[src/rtl/stall_guard_pkg.sv]
package stall_guard_pkg;

    // What kind of stall-latch release is active this cycle
    typedef enum logic [1:0] {
        REL_NONE   = 2'd0,  // no release
        REL_PULSE  = 2'd1,  // one-cycle release, counting resumes
        REL_HOLD   = 2'd2   // release held while the source lasts
    } rel_kind_t;

    typedef struct packed {
        logic      run;     // counter may advance
        rel_kind_t rel;     // release classification
    } stall_ctl_t;

    function automatic int cnt_bits(input int limit);
        return (limit > 1) ? $clog2(limit) : 1;
    endfunction

    function automatic stall_ctl_t classify(input logic stop,
                                            input logic uv,
                                            input logic zero,
                                            input logic dir_edge,
                                            input logic hot);
        stall_ctl_t c;
        if (stop || uv || zero)
            c.rel = REL_HOLD;
        else if (dir_edge)
            c.rel = REL_PULSE;
        else
            c.rel = REL_NONE;
        c.run = !(stop || uv || zero || hot);
        return c;
    endfunction

endpackage

[src/rtl/sg_edge_watch.sv]
module sg_edge_watch #(
    parameter int W = 1
) (
    input  logic         clk,
    input  logic         rst,
    input  logic [W-1:0] sig,
    output logic         changed
);
    logic [W-1:0] sig_q;

    always_ff @(posedge clk) begin
        sig_q <= sig;   // reset also takes the current value as reference
    end

    assign changed = !rst && (sig != sig_q);
endmodule

[src/rtl/sg_zero_duty.sv]
module sg_zero_duty #(
    parameter int ZD_CYC = 400_000
) (
    input  logic clk,
    input  logic rst,
    input  logic pwm_in,
    output logic zero_duty
);
    import stall_guard_pkg::*;
    localparam int ZW = cnt_bits(ZD_CYC);
    localparam logic [ZW-1:0] ZLAST = ZW'(ZD_CYC - 1);

    logic [ZW-1:0] hi_cnt;

    always_ff @(posedge clk) begin
        if (rst) begin
            hi_cnt    <= '0;
            zero_duty <= 1'b0;
        end else if (!pwm_in) begin
            hi_cnt    <= '0;
            zero_duty <= 1'b0;
        end else if (!zero_duty) begin
            if (hi_cnt == ZLAST) begin
                zero_duty <= 1'b1;
                hi_cnt    <= '0;
            end else begin
                hi_cnt <= hi_cnt + 1'b1;
            end
        end
    end
endmodule

[src/rtl/sg_stall_timer.sv]
module sg_stall_timer #(
    parameter int STALL_CYC = 100_000_000
) (
    input  logic                        clk,
    input  logic                        rst,
    input  stall_guard_pkg::stall_ctl_t ctl,
    input  logic                        restart,
    output logic                        fault
);
    import stall_guard_pkg::*;
    localparam int SW = cnt_bits(STALL_CYC);
    localparam logic [SW-1:0] SLAST = SW'(STALL_CYC - 1);

    logic [SW-1:0] cnt;

    always_ff @(posedge clk) begin
        if (rst) begin
            cnt   <= '0;
            fault <= 1'b0;
        end else if (ctl.rel != REL_NONE) begin
            cnt   <= '0;
            fault <= 1'b0;
        end else if (restart) begin
            cnt <= '0;
        end else if (ctl.run && !fault) begin
            if (cnt == SLAST) begin
                fault <= 1'b1;
                cnt   <= '0;
            end else begin
                cnt <= cnt + 1'b1;
            end
        end
    end
endmodule

[src/rtl/stall_guard.sv]
module stall_guard #(
    parameter int STALL_CYC = 100_000_000,
    parameter int ZD_CYC    = 400_000
) (
    input  logic       clk,
    input  logic       rst,
    input  logic [2:0] hall,
    input  logic       stop_req,
    input  logic       dir_sel,
    input  logic       pwm_in,
    input  logic       uv_flag,
    input  logic       ot_flag,
    output logic       stall_fault,
    output logic       hs_inhibit,
    output logic       hall_bias_en
);
    import stall_guard_pkg::*;

    logic       hall_moved;
    logic       dir_flip;
    logic       zero_duty;
    stall_ctl_t ctl;

    sg_edge_watch #(.W(3)) u_hall_watch (
        .clk(clk), .rst(rst), .sig(hall), .changed(hall_moved)
    );

    sg_edge_watch #(.W(1)) u_dir_watch (
        .clk(clk), .rst(rst), .sig(dir_sel), .changed(dir_flip)
    );

    sg_zero_duty #(.ZD_CYC(ZD_CYC)) u_zero (
        .clk(clk), .rst(rst), .pwm_in(pwm_in), .zero_duty(zero_duty)
    );

    assign ctl = classify(stop_req, uv_flag, zero_duty, dir_flip, ot_flag);

    sg_stall_timer #(.STALL_CYC(STALL_CYC)) u_timer (
        .clk(clk), .rst(rst), .ctl(ctl), .restart(hall_moved), .fault(stall_fault)
    );

    assign hs_inhibit   = stall_fault || stop_req || uv_flag || ot_flag;
    assign hall_bias_en = !rst && !stop_req && !zero_duty;
endmodule

[config.mk]
export PLATFORM = sky130hd
export DESIGN_NAME = stall_guard
export DESIGN_NICKNAME = d
export VERILOG_FILES = /design/src/rtl/stall_guard_pkg.sv /design/src/rtl/sg_edge_watch.sv /design/src/rtl/sg_zero_duty.sv /design/src/rtl/sg_stall_timer.sv /design/src/rtl/stall_guard.sv
export SDC_FILE = /design/constraint.sdc
export NUM_CORES = 1
export LEC_CHECK = 0
export BUFFER_PORTS_ARGS = -buffer_cell sky130_fd_sc_hd__buf_2
export CELL_PAD_IN_SITES_DETAIL_PLACEMENT = 2
export CELL_PAD_IN_SITES_GLOBAL_PLACEMENT = 2
export CORE_MARGIN = 5
export CORE_UTILIZATION = 40
export CTS_BUF_LIST = sky130_fd_sc_hd__clkbuf_8
export DETAILED_ROUTE_END_ITERATION = 8
export GPL_TIMING_DRIVEN = 1
export PLACE_DENSITY = 0.8
export SLEW_MARGIN = 5
export SYNTH_ARGS = -nofsm -noshare
export SYNTH_HDL_FRONTEND = slang
export SYNTH_HIERARCHICAL = 1
export SYNTH_SLANG_ARGS = --single-unit
[constraint.sdc]
create_clock -name clk -period 4.9 [get_ports clk]
set_input_delay 0.49 -clock clk [delete_from_list [all_inputs] [get_ports clk]]
set_output_delay 0.49 -clock clk [all_outputs]
set_load 0.005 [all_outputs]
Word-level counts from Yosys, hierarchy flattened. Index checks and enable logic that the tools add are counted.

Logic and storage cells: 41. Output and inout bits: 3. Register bits after elaboration: 52. Input port bits: 10.

Reduce and logical (&&, ||, !) cells: 21. Add/subtract/negate cells: 2. Bitwise operators: 2. Eq/ne operators: 4. Mux-type cells: 6.

Operators with widths (count): 27-bit by 1-bit adder with 27-bit output (second input constant) (1); 27-bit equality test (second input constant) (1); 27-bit two-way mux (1); 19-bit by 1-bit adder with 19-bit output (second input constant) (1); 19-bit equality test (second input constant) (1); 19-bit two-way mux (1); 1-bit logical OR (6); 1-bit logical AND (5); 1-bit logical NOT (5); 2-bit OR reduction (2); 1-bit two-way mux (3); 3-bit inequality test (1); 3-bit AND reduction (1); 3-bit OR reduction (1); 2-bit two-way mux (1); 1-bit inverter (2); 2-bit nonzero test (1); 1-bit inequality test (1).

Logic depth before layout (Yosys ltp). Gate-level depths: netlist of run 1.

Word-level depth: 6. Mapped depth: 9. Gate-level depth less buffers: 8.

Modules after synthesis. The synthesis of run 1 kept the hierarchy.

By module, submodules not included: sg_stall_timer (area each 1445.1 µm², times used 1, cells an instance 171, seq. area each 560.5 µm²); sg_zero_duty (area each 1018.5 µm², times used 1, cells an instance 114, seq. area each 400.4 µm²); sg_edge_watch at u_hall_watch (area each 92.6 µm², times used 1, cells an instance 7, seq. area each 60.1 µm²); stall_guard (area each 35.0 µm², times used 1, cells an instance 5, seq. area each 0.0 µm²); sg_edge_watch at u_dir_watch (area each 32.5 µm², times used 1, cells an instance 3, seq. area each 20.0 µm²).

Least setup slack after synthesis of run 1. Ideal clock, no wire load.

Kind: input port to flip-flop. From: in stop_req. To: reg u_timer.cnt[20]. Arrival time: 2.112 ns. Stages: 6. Buffers on the path: 0. Library setup time: 0.114 ns. Setup slack: 2.674 ns. Data required time: 4.786 ns. Cells stage by stage: nor4_1 > nand4b_1 > nor4_2 > or4b_1 > xor2_1 > nor2_1.

Word-level cells in the longest chain between the ends: 5. Elaborated cells between the ends (all ways): 8. Classes of those cells: mux: 1; reduce/logical: 7.

Ends and longest elaborated chain: start: declaration (line stall_guard.sv:8) `input logic stop_req,`; 1-bit logical OR (*) (2 in series) (line stall_guard_pkg.sv:25, stall_guard_pkg.sv:31); 2-bit two-way mux or 1-bit logical OR (tied branches) (line stall_guard_pkg.sv:25, stall_guard_pkg.sv:31); 2-bit nonzero test or 1-bit logical NOT (tied branches) (line sg_stall_timer.sv:20, stall_guard_pkg.sv:31); 3-bit OR reduction (no source line) or 1-bit logical AND (tied branches); end signal: assignment (line sg_stall_timer.sv:30) `cnt <= cnt + 1'b1;`; end: declaration (line sg_stall_timer.sv:14) `logic [SW-1:0] cnt;`.

Mark *: on every way between the ends. The rest lies on a longest branch, timed or not. A chain may end at the register's enable or synchronous reset.

==> results of run 1 <==
-- layer usage --
metal,track usage (%),part of all wire [%],vias up
met5,0,0,-
met4,5.01,1.7,0
met3,2.89,1.8,12
met2,31.8,54,20
met1,20.3,43,1098
li1,-,-,1108
-- synthesized netlist by cell type, types with 3 or more instances --
cell type and instances:
clkbuf_1 3, a21oi_1 16, or2_2 3, nor4_1 8
xnor2_1 14, buf_6 4, or4_1 3, dfxtp_1 52
o21ai_1 3, nand3_1 13, and4_1 7, o21ai_0 4
or3_1 9, nand2_1 26, o211ai_1 3, nor3_1 6
a31oi_1 5, xor2_1 19, nor2b_1 5, nor2_1 37
and3_1 5, nand4_1 19
-- cells in the final DEF, fill, tap and decap left out, types with 6 or more instances in the layout --
cell      instances
clkbuf_8          6
or3_1             9
a21oi_1          16
nand3_1          13
xnor2_1          14
and4_1            7
buf_2            12
nand4_1          19
nand2_1          26
nor2_1           37
dfxtp_1          52
nor3_1            6
xor2_1           19
nor4_1            8
-- kinds of logic (layout without fill, tap and decap cells) --
family | after synthesis | count (layout)
simple gates | 163 | 163
flops | 52 | 52
compound gates | 38 | 38
xor+xnor | 33 | 33
buf+inv | 11 | 22
fa+ha+maj | 2 | 2
mux | 1 | 1
-- registers in the layout, indices dropped and copies added, names as in the netlist --
register	flops
u_zero/hi_cnt	19
u_zero/zero_duty	1
u_dir_watch/sig_q	1
u_hall_watch/sig_q	3
u_timer/cnt	27
u_timer/fault	1
-- critical path, stage by stage (launching register included) --
cell and delay [ps]:
dfxtp_1 470, nor4_1 550, nand3b_1 270, or3_1 530, o31ai_4 620, nor2_1 130
-- power by group through the flow --
stage | Sequential [mW] | Combinational [mW] | Clock (mW)
after floorplan | 0.436 | 0.0141 | 0
after global placement | 0.437 | 0.0227 | 0
after detailed placement | 0.437 | 0.0240 | 0
after global routing | 0.428 | 0.0263 | 0.294
after CTS | 0.427 | 0.0244 | 0.277
final | 0.427 | 0.0237 | 0.262
-- cell type report --
class	count	area (um2)	share of cell area, %
clock buffers	6	82.6	2.94
clock inverters	2	15.0	0.535
inverters	2	7.51	0.267
multi-input cells	237	1510	53.6
flip-flops and latches	52	1040	37.1
well taps	77	96.3	3.43
repair buffers	12	60.1	2.14
-- worst paths after layout --
kind | from | to | slack (ps)
min reg2reg | u_zero/hi_cnt[18] | u_zero/hi_cnt[18] | 500
max | u_zero/zero_duty | u_timer/cnt[0] | 2190
max reg2reg | u_zero/zero_duty | u_timer/cnt[0] | 2190
min | hall[0] | u_hall_watch/sig_q[0] | 310
==> run metrics, run 1 <==
switching share of power=22.9%; number of flops mapped to enable cells by yosys=0; Max Slew Vio Count=0; pin count of the biggest net entering global routing=17; Post-Route Utilization=44.2%; xor/xnor share of the synthesized area=11.0%; post-synthesis mux area share=0.381%; fin crit period=2710 ps; Worst Path Required=5060 ps; initial antenna violation count=0; Design Area, Final=2810 um2; Boundary Pins=13; wire per inst=17.5 um; cts hold-fix bufs=0; largest family of logic cells by synthesized area=simple AND/OR/NAND/NOR gates; DP Cell Count=380; DR iter-0 viols=60; Setup TNS=0 ps; Synth area leaders=dfxtp_1 40%, xor2_1 6.3%, nor2_1 5.3%, xnor2_1 4.7%, nand4_1 4.5%; die width=91.0 um; Yosys top cell by area=dfxtp_1; Core ar.=6350 um2; Final ANT Viol Nets=0; power per standard cell area=254 nW/um2; # rows=29; instance area at placement=2710 um2; crit path kind=reg2reg; H-tree lvl count=2; Total Die Area=8280 um2; first-pass GRT wire length=11800 um; Synth cell types=50; routability cong.=0.750; Non-Filler Instances=388; simple-gate share of the synthesized area=36.0%; total power=712 uW; hold_ws=309 ps; clock share of power=36.7%; CP Capture Type=flip-flop; vias=2238; vias in the first global route=2365; cell area after synthesis=2620 um2; layout cell share with drive strength beyond 1=10.9%; root buf cell=clkbuf_8; worst skew pair latency=310 ps; critical-path maximum fanout=16; slew at the pin closest to its max-slew limit=708 ps; Post-Syn Instances=300; sequential fraction of the synthesis area=39.7%; Die H=91.0 um; Starting Density=41.3%; complex-gate fraction of the synthesized area=9.11%; Avg Cell Area, Syn=8.75 um2; # fillers=718; maximum vdd drop=121 uV; nets=322; leakage power=0.822 nW; crit share post-route=55.4%; dpl ws=2090 ps; WL final=6800 um; Max Clk Rate=0.368 GHz; post-CTS sizing=0; cts bufs inserted=5; worst-case clock buffer depth=2; R2R depth=5; Tot GR Track Use=17.2%; worst hold-check path type=in2reg; NetSw=163 uW; Comb power frac=3.3%; CTS clock-pin slew for the worst setup and hold paths=90 ps; RSZ-0062 raised after global routing=no; Int Power=549 uW; Pre-Repair DR Iteration Count=4; Layout Skew=9.50 ps; max cap viols=0; Final setup viols=0; Hold Vio Cnt, Final=0; Synth async-reset ratio=0%; postcts setup bufs=0; # port buffers=12; Slew HR=52.8%; adder-cell area share of the yosys netlist=0.954%; CTS tree=built; Flop pwr share=60.0%; Synth-to-Final Area Change=7.06%; ys flop type=dfxtp_1; status=complete, no violations; Residual DRC=0; vias per cell=5.77; number of diodes=0; setup ws final=2190 ps; total gr overflow=0; dpl hpwl=5000 um; CP arrival=2880 ps; top cell type's share of synthesized area=39.7%; Critical Path Start Type=flip-flop; syn_nets=312; Hold Crit Depth=1; Synthesis Warnings=6; FF+latch count, synth=52; CTS sink cnt=52
(Power assumes the default switching activity.)
==> run 2, diff against run 1 <==
CORE_UTILIZATION = 39   (was 40)
PLACE_DENSITY = 0.78   (was 0.8)
clock period = 2.5 ns   (was 4.9 ns; I/O delays follow)
==> run 2 against run 1 <==
Net effect: setup slack lost 1800 ps; maximum frequency increased by 29%; largest power group unchanged; core utilization increased by 0.30 points; via count grew 1.5%; critical path type unchanged; largest cell class unchanged; critical endpoint is now u_timer/cnt[1]; sequential power increased by 96%; wire length is 1.3% higher; design area is 2.4% higher; cell count up 2.3%.
==> run metrics, run 2 (same netlist as run 1, synthesis figures left out) <==
WL final=6890 um (was 6800 um); Tot GR Track Use=17.0% (was 17.2%); postcts setup bufs=0 (unchanged); layout cell share with drive strength beyond 1=13.1% (was 10.9%); instance area at placement=2800 um2 (was 2710 um2); Setup TNS=0 ps (unchanged); Core ar.=6460 um2 (was 6350 um2); largest register by flop count=u_timer/cnt (unchanged); CTS clock-pin slew for the worst setup and hold paths=90 ps (about the same); crit path kind=reg2reg (unchanged); crit-path max cell delay=540 ps (was 620 ps); leakage power=0.879 nW (was 0.822 nW); Final ANT Viol Nets=0 (unchanged); CP Capture Type=flip-flop (unchanged); root buf cell=clkbuf_8 (unchanged); cts hold-fix bufs=0 (unchanged); CTS tree=built (unchanged); DR iter-0 viols=46 (was 60); worst hold-check path type=in2reg (unchanged); Total Die Area=8470 um2 (was 8280 um2); vias=2272 (was 2238); vias per cell=5.72 (was 5.77); RSZ-0062 raised after global routing=no (unchanged); Hold Crit Depth=1 (unchanged); first-pass GRT wire length=11800 um (about the same); slew at the pin closest to its max-slew limit=597 ps (was 708 ps); critical-path maximum fanout=11 (was 16); reg-to-reg critical path startpoint=u_zero/zero_duty (unchanged); Pre-Repair DR Iteration Count=4 (unchanged); routability cong.=0.763 (was 0.750); worst-case clock buffer depth=2 (unchanged); Die H=92.0 um (was 91.0 um); cts bufs inserted=5 (unchanged); vias in the first global route=2384 (was 2365); Critical Path Start Type=flip-flop (unchanged); dpl hpwl=5210 um (was 5000 um); power per standard cell area=464 nW/um2 (was 254 nW/um2); hold_ws=69.6 ps (was 309 ps); CTS sink cnt=52 (unchanged); hold wc startpoint=hall[1] (was hall[0]); Residual DRC=0 (unchanged); Slew HR=60.2% (was 52.8%); WHS Endpoint=u_hall_watch/sig_q[1] (was u_hall_watch/sig_q[0]); # port buffers=12 (unchanged); reg-to-reg slack, setup=390 ps (was 2190 ps); H-tree lvl count=2 (unchanged); initial antenna violation count=0 (unchanged); max cap viols=0 (unchanged); number of diodes=0 (unchanged); # rows=29 (unchanged); max reg flops=27 (unchanged); most frequent cells in the layout=52 x dfxtp_1, 37 x nor2_1, 26 x nand2_1 (unchanged); status=complete, no violations (unchanged); commonest non-fill, non-tap cell in the layout=dfxtp_1 (unchanged); CP max-delay cell=or3_1 (was o31ai_4); post-CTS sizing=0 (unchanged); total gr overflow=0 (unchanged); die width=92.0 um (was 91.0 um); nets=332 (was 322); Max Clk Rate=0.474 GHz (was 0.368 GHz); CP arrival=2300 ps (was 2880 ps); Worst Path Required=2690 ps (was 5060 ps); Layout Skew=9.31 ps (was 9.50 ps); crit share post-route=84.4% (was 55.4%); worst flop-to-flop path endpoint=u_timer/cnt[1] (was u_timer/cnt[0]); Design Area, Final=2880 um2 (was 2810 um2); Max Slew Vio Count=0 (unchanged); pin count of the biggest net entering global routing=16 (was 17); worst skew pair latency=300 ps (was 310 ps); Boundary Pins=13 (unchanged); Final setup viols=0 (unchanged); Starting Density=40.6% (was 41.3%); wire per inst=17.4 um (was 17.5 um); Critical Path, Cell by Cell=nor4_1, buf_4, nand3b_1, or3_1, o31ai_4, buf_12, nor2_1 (was nor4_1, nand3b_1, or3_1, o31ai_4, nor2_1); Hold Vio Cnt, Final=0 (unchanged); maximum vdd drop=211 uV (was 121 uV); fin crit period=2110 ps (was 2710 ps); largest registers=u_timer/cnt x27, u_zero/hi_cnt x19, u_hall_watch/sig_q x3 (unchanged); Synth-to-Final Area Change=9.63% (was 7.06%); R2R depth=7 (was 5)
==> run 2: cell types whose count changed in the layout (fill, tap and decap cells not counted) <==
cell        change
buf_4           +9
clkinvlp_4      -2
buf_12          +1
clkbuf_8        -1
clkinv_2        +1
inv_1           +1
==> run 2: layout make-up <==
type                            count  area [um2]
Multi-Input combinational cell    237        1510
Clock buffer                        5        68.8
Clock inverter                      2        8.76
Fill cell                         725        3580
Inverter                            2        7.51
Tap cell                           77        96.3
Timing Repair Buffer               22         148
Sequential cell                    52        1040
==> run 2: worst max-delay path by stage <==
stage                          start         endpoint  cells after the start
floorplan           u_zero/zero_duty  u_timer/cnt[20]                      6
global placement            stop_req  u_timer/cnt[26]                      8
detailed placement          stop_req  u_timer/cnt[23]                      8
CTS                 u_zero/zero_duty   u_timer/cnt[0]                      7
global route        u_zero/zero_duty   u_timer/cnt[0]                      7
finish              u_zero/zero_duty   u_timer/cnt[1]                      7
==> run 2: metrics by stage <==
| stage | worst slack (ps) | cells | utilization [%] | power, mW |
|---|---|---|---|---|
| final | 391 | 397 | 44.5 | 1.34 |
| after CTS | 397 | 397 | 44.5 | 1.37 |
| after floorplan | 464 | 300 | - | 0.883 |
| after detailed placement | 286 | 390 | 43.3 | 0.907 |
| after global placement | 358 | 390 | 43.3 | 0.904 |
| after global routing | 283 | 397 | 44.5 | 1.41 |
==> run 2: per-layer routing <==
metal / global-route usage [%] / share of wire, % / vias to the layer above
li1: - / - / 1128
met1: 20.2 / 45 / 1127
met2: 31.6 / 52 / 11
met3: 2.54 / 1.3 / 6
met4: 4.46 / 1.1 / 0
met5: 0 / 0 / -
==> run 2: power by group <==
group          internal [mW]  switching (mW)
clock                  0.187           0.261
combinational         0.0227          0.0279
sequential             0.833         0.00387
total                   1.04           0.293
==> run 2: critical path: cells and delay by family (launching register included) <==
family | cells | cell delay [ps]
AND/OR/NAND/NOR | 4 | 990
AO/OA/AOI/OAI | 1 | 350
buffers and inverters | 2 | 350
flip-flops | 1 | 320
==> run 3, diff against run 2 <==
clock period = 2.1 ns   (was 2.5 ns; I/O delays follow)
==> run 3 against run 2 <==
Net effect: combinational power is 24% higher; maximum frequency is 8.4% higher; non-clock buffer count is 9 higher; register-to-register slack worse by 240 ps; wire length is 5.8% higher; sequential share of layout area is 1.2 points lower; sequential power is 19% higher; setup slack worse by 240 ps; largest power group unchanged.
==> run metrics, run 3 (same netlist as run 1, synthesis figures left out) <==
Max Clk Rate=0.514 GHz (was 0.474 GHz); CP max-delay cell=or3_1 (unchanged); Final setup viols=0 (unchanged); max reg flops=27 (unchanged); Residual DRC=0 (unchanged); Final ANT Viol Nets=0 (unchanged); vias per cell=5.71 (was 5.72); wire per inst=18.0 um (was 17.4 um); critical-path maximum fanout=5 (was 11); Synth-to-Final Area Change=13.5% (was 9.63%); layout cell share with drive strength beyond 1=16.4% (was 13.1%); worst skew pair latency=300 ps (about the same); largest registers=u_timer/cnt x27, u_zero/hi_cnt x19, u_hall_watch/sig_q x3 (unchanged); Pre-Repair DR Iteration Count=6 (was 4); dpl ws=83.8 ps (was 286 ps); CTS sink cnt=52 (unchanged); Total Die Area=8470 um2 (unchanged); Tot GR Track Use=18.4% (was 17.0%); leakage power=0.931 nW (was 0.879 nW); setup ws final=155 ps (was 391 ps); max cap viols=0 (unchanged); power per standard cell area=560 nW/um2 (was 464 nW/um2); pin count of the biggest net entering global routing=16 (unchanged); fin crit period=1940 ps (was 2110 ps); first-pass GRT wire length=12600 um (was 11800 um); number of diodes=0 (unchanged); Setup TNS=0 ps (unchanged); most frequent cells in the layout=52 x dfxtp_1, 37 x nor2_1, 26 x nand2_1 (unchanged); vias=2320 (was 2272); RSZ-0062 raised after global routing=no (unchanged); Slew HR=71.5% (was 60.2%); Die H=92.0 um (unchanged); worst-case clock buffer depth=2 (unchanged); reg-to-reg slack, setup=160 ps (was 390 ps); slew at the pin closest to its max-slew limit=422 ps (was 597 ps); nets=341 (was 332); # rows=29 (unchanged); largest register by flop count=u_timer/cnt (unchanged); Critical Path, Cell by Cell=nor4_2, buf_4, nand3b_1, or3_1, or3_1, a31oi_1 (was nor4_1, buf_4, nand3b_1, or3_1, o31ai_4, buf_12, nor2_1); Core ar.=6460 um2 (unchanged); Max Slew Vio Count=0 (unchanged); root buf cell=clkbuf_8 (unchanged); hold_ws=32.2 ps (was 69.6 ps); crit-path max cell delay=500 ps (was 540 ps); Critical Path Start Type=flip-flop (unchanged); CTS tree=built (unchanged); CP arrival=2180 ps (was 2300 ps); maximum vdd drop=256 uV (was 211 uV); routability cong.=0.781 (was 0.763); crit path kind=reg2reg (unchanged); Boundary Pins=13 (unchanged); Starting Density=40.6% (unchanged); crit share post-route=92.6% (was 84.4%); Worst Path Required=2340 ps (was 2690 ps); H-tree lvl count=2 (unchanged); initial antenna violation count=0 (unchanged); worst hold-check path type=in2reg (unchanged); commonest non-fill, non-tap cell in the layout=dfxtp_1 (unchanged); dpl hpwl=5550 um (was 5210 um); cell family with most CP delay=simple AND/OR/NAND/NOR gates (unchanged); WP buf/inv=1 (was 2); total gr overflow=0 (unchanged); # port buffers=12 (unchanged); WL final=7290 um (was 6890 um); die width=92.0 um (unchanged); cts bufs inserted=5 (unchanged); DR iter-0 viols=53 (was 46); Hold Vio Cnt, Final=0 (unchanged); CP Capture Type=flip-flop (unchanged); # fillers=739 (was 725); status=complete, no violations (unchanged); most used cell, CP=or3_1; vias in the first global route=2572 (was 2384); CTS clock-pin slew for the worst setup and hold paths=90 ps (about the same); Layout Skew=3.79 ps (was 9.31 ps)
[run 3: report_power, final]
part / leakage, nW / switching (mW) / total [mW] / internal (mW)
registers: 0.420 / 0.00476 / 0.996 / 0.991
clock network: 0.0503 / 0.315 / 0.609 / 0.294
logic: 0.460 / 0.0336 / 0.0626 / 0.0290
[run 3: routing by layer]
metal | vias up | GRT usage [%] | wire length (um)
met3 | 10 | 2.86 | 91
met1 | 1155 | 20.5 | 3150
met4 | 0 | 7.05 | 139
met5 | - | 0 | 0
met2 | 11 | 35.0 | 3910
li1 | 1144 | - | -
[run 3: area by class of cell]
cell class	count	area, um2	share of cell area, %
multi-input combinational	237	1520	51.0
sequential	52	1040	34.9
clock buffer	7	96.3	3.23
inverter	2	7.51	0.252
tap	77	96.3	3.23
timing repair buffer	31	219	7.35
[run 3: repair_timing]
item,in CTS,in global routing
hold buffers,0,0
resized for setup,0,3
endpoints found under the setup margin,0,8
setup buffers,0,0
endpoints found under the hold margin,0,0
[run 3: path summary, 6_finish.rpt]
check                     from                end  depth (start not counted)
min reg2reg  u_zero/hi_cnt[18]  u_zero/hi_cnt[18]                          2
max           u_zero/zero_duty    u_timer/cnt[15]                          6
min                    dir_sel  u_dir_watch/sig_q                          1
max reg2reg   u_zero/zero_duty    u_timer/cnt[15]                          6
[run 3: through the flow]
| step | std cells | cell area [um2] | power [mW] | util [%] |
|---|---|---|---|---|
| 5_1_grt | 406 | 2980 | 1.75 | 46.1 |
| 2_1_floorplan | 300 | 2620 | 1.05 | - |
| 3_5_place_dp | 399 | 2870 | 1.08 | 44.4 |
| 4_1_cts | 406 | 2960 | 1.71 | 45.9 |
| 3_3_place_gp | 399 | 2870 | 1.08 | 44.4 |
| 6_report | 406 | 2980 | 1.67 | 46.1 |
[run 3: worst reg2reg max path, delay by kind of cell (launching register included)]
kind,cells,cell delay [ps]
AND/OR/NAND/NOR,4,1210
flip-flops,1,340
buffers and inverters,1,160
AO/OA/AOI/OAI,1,160
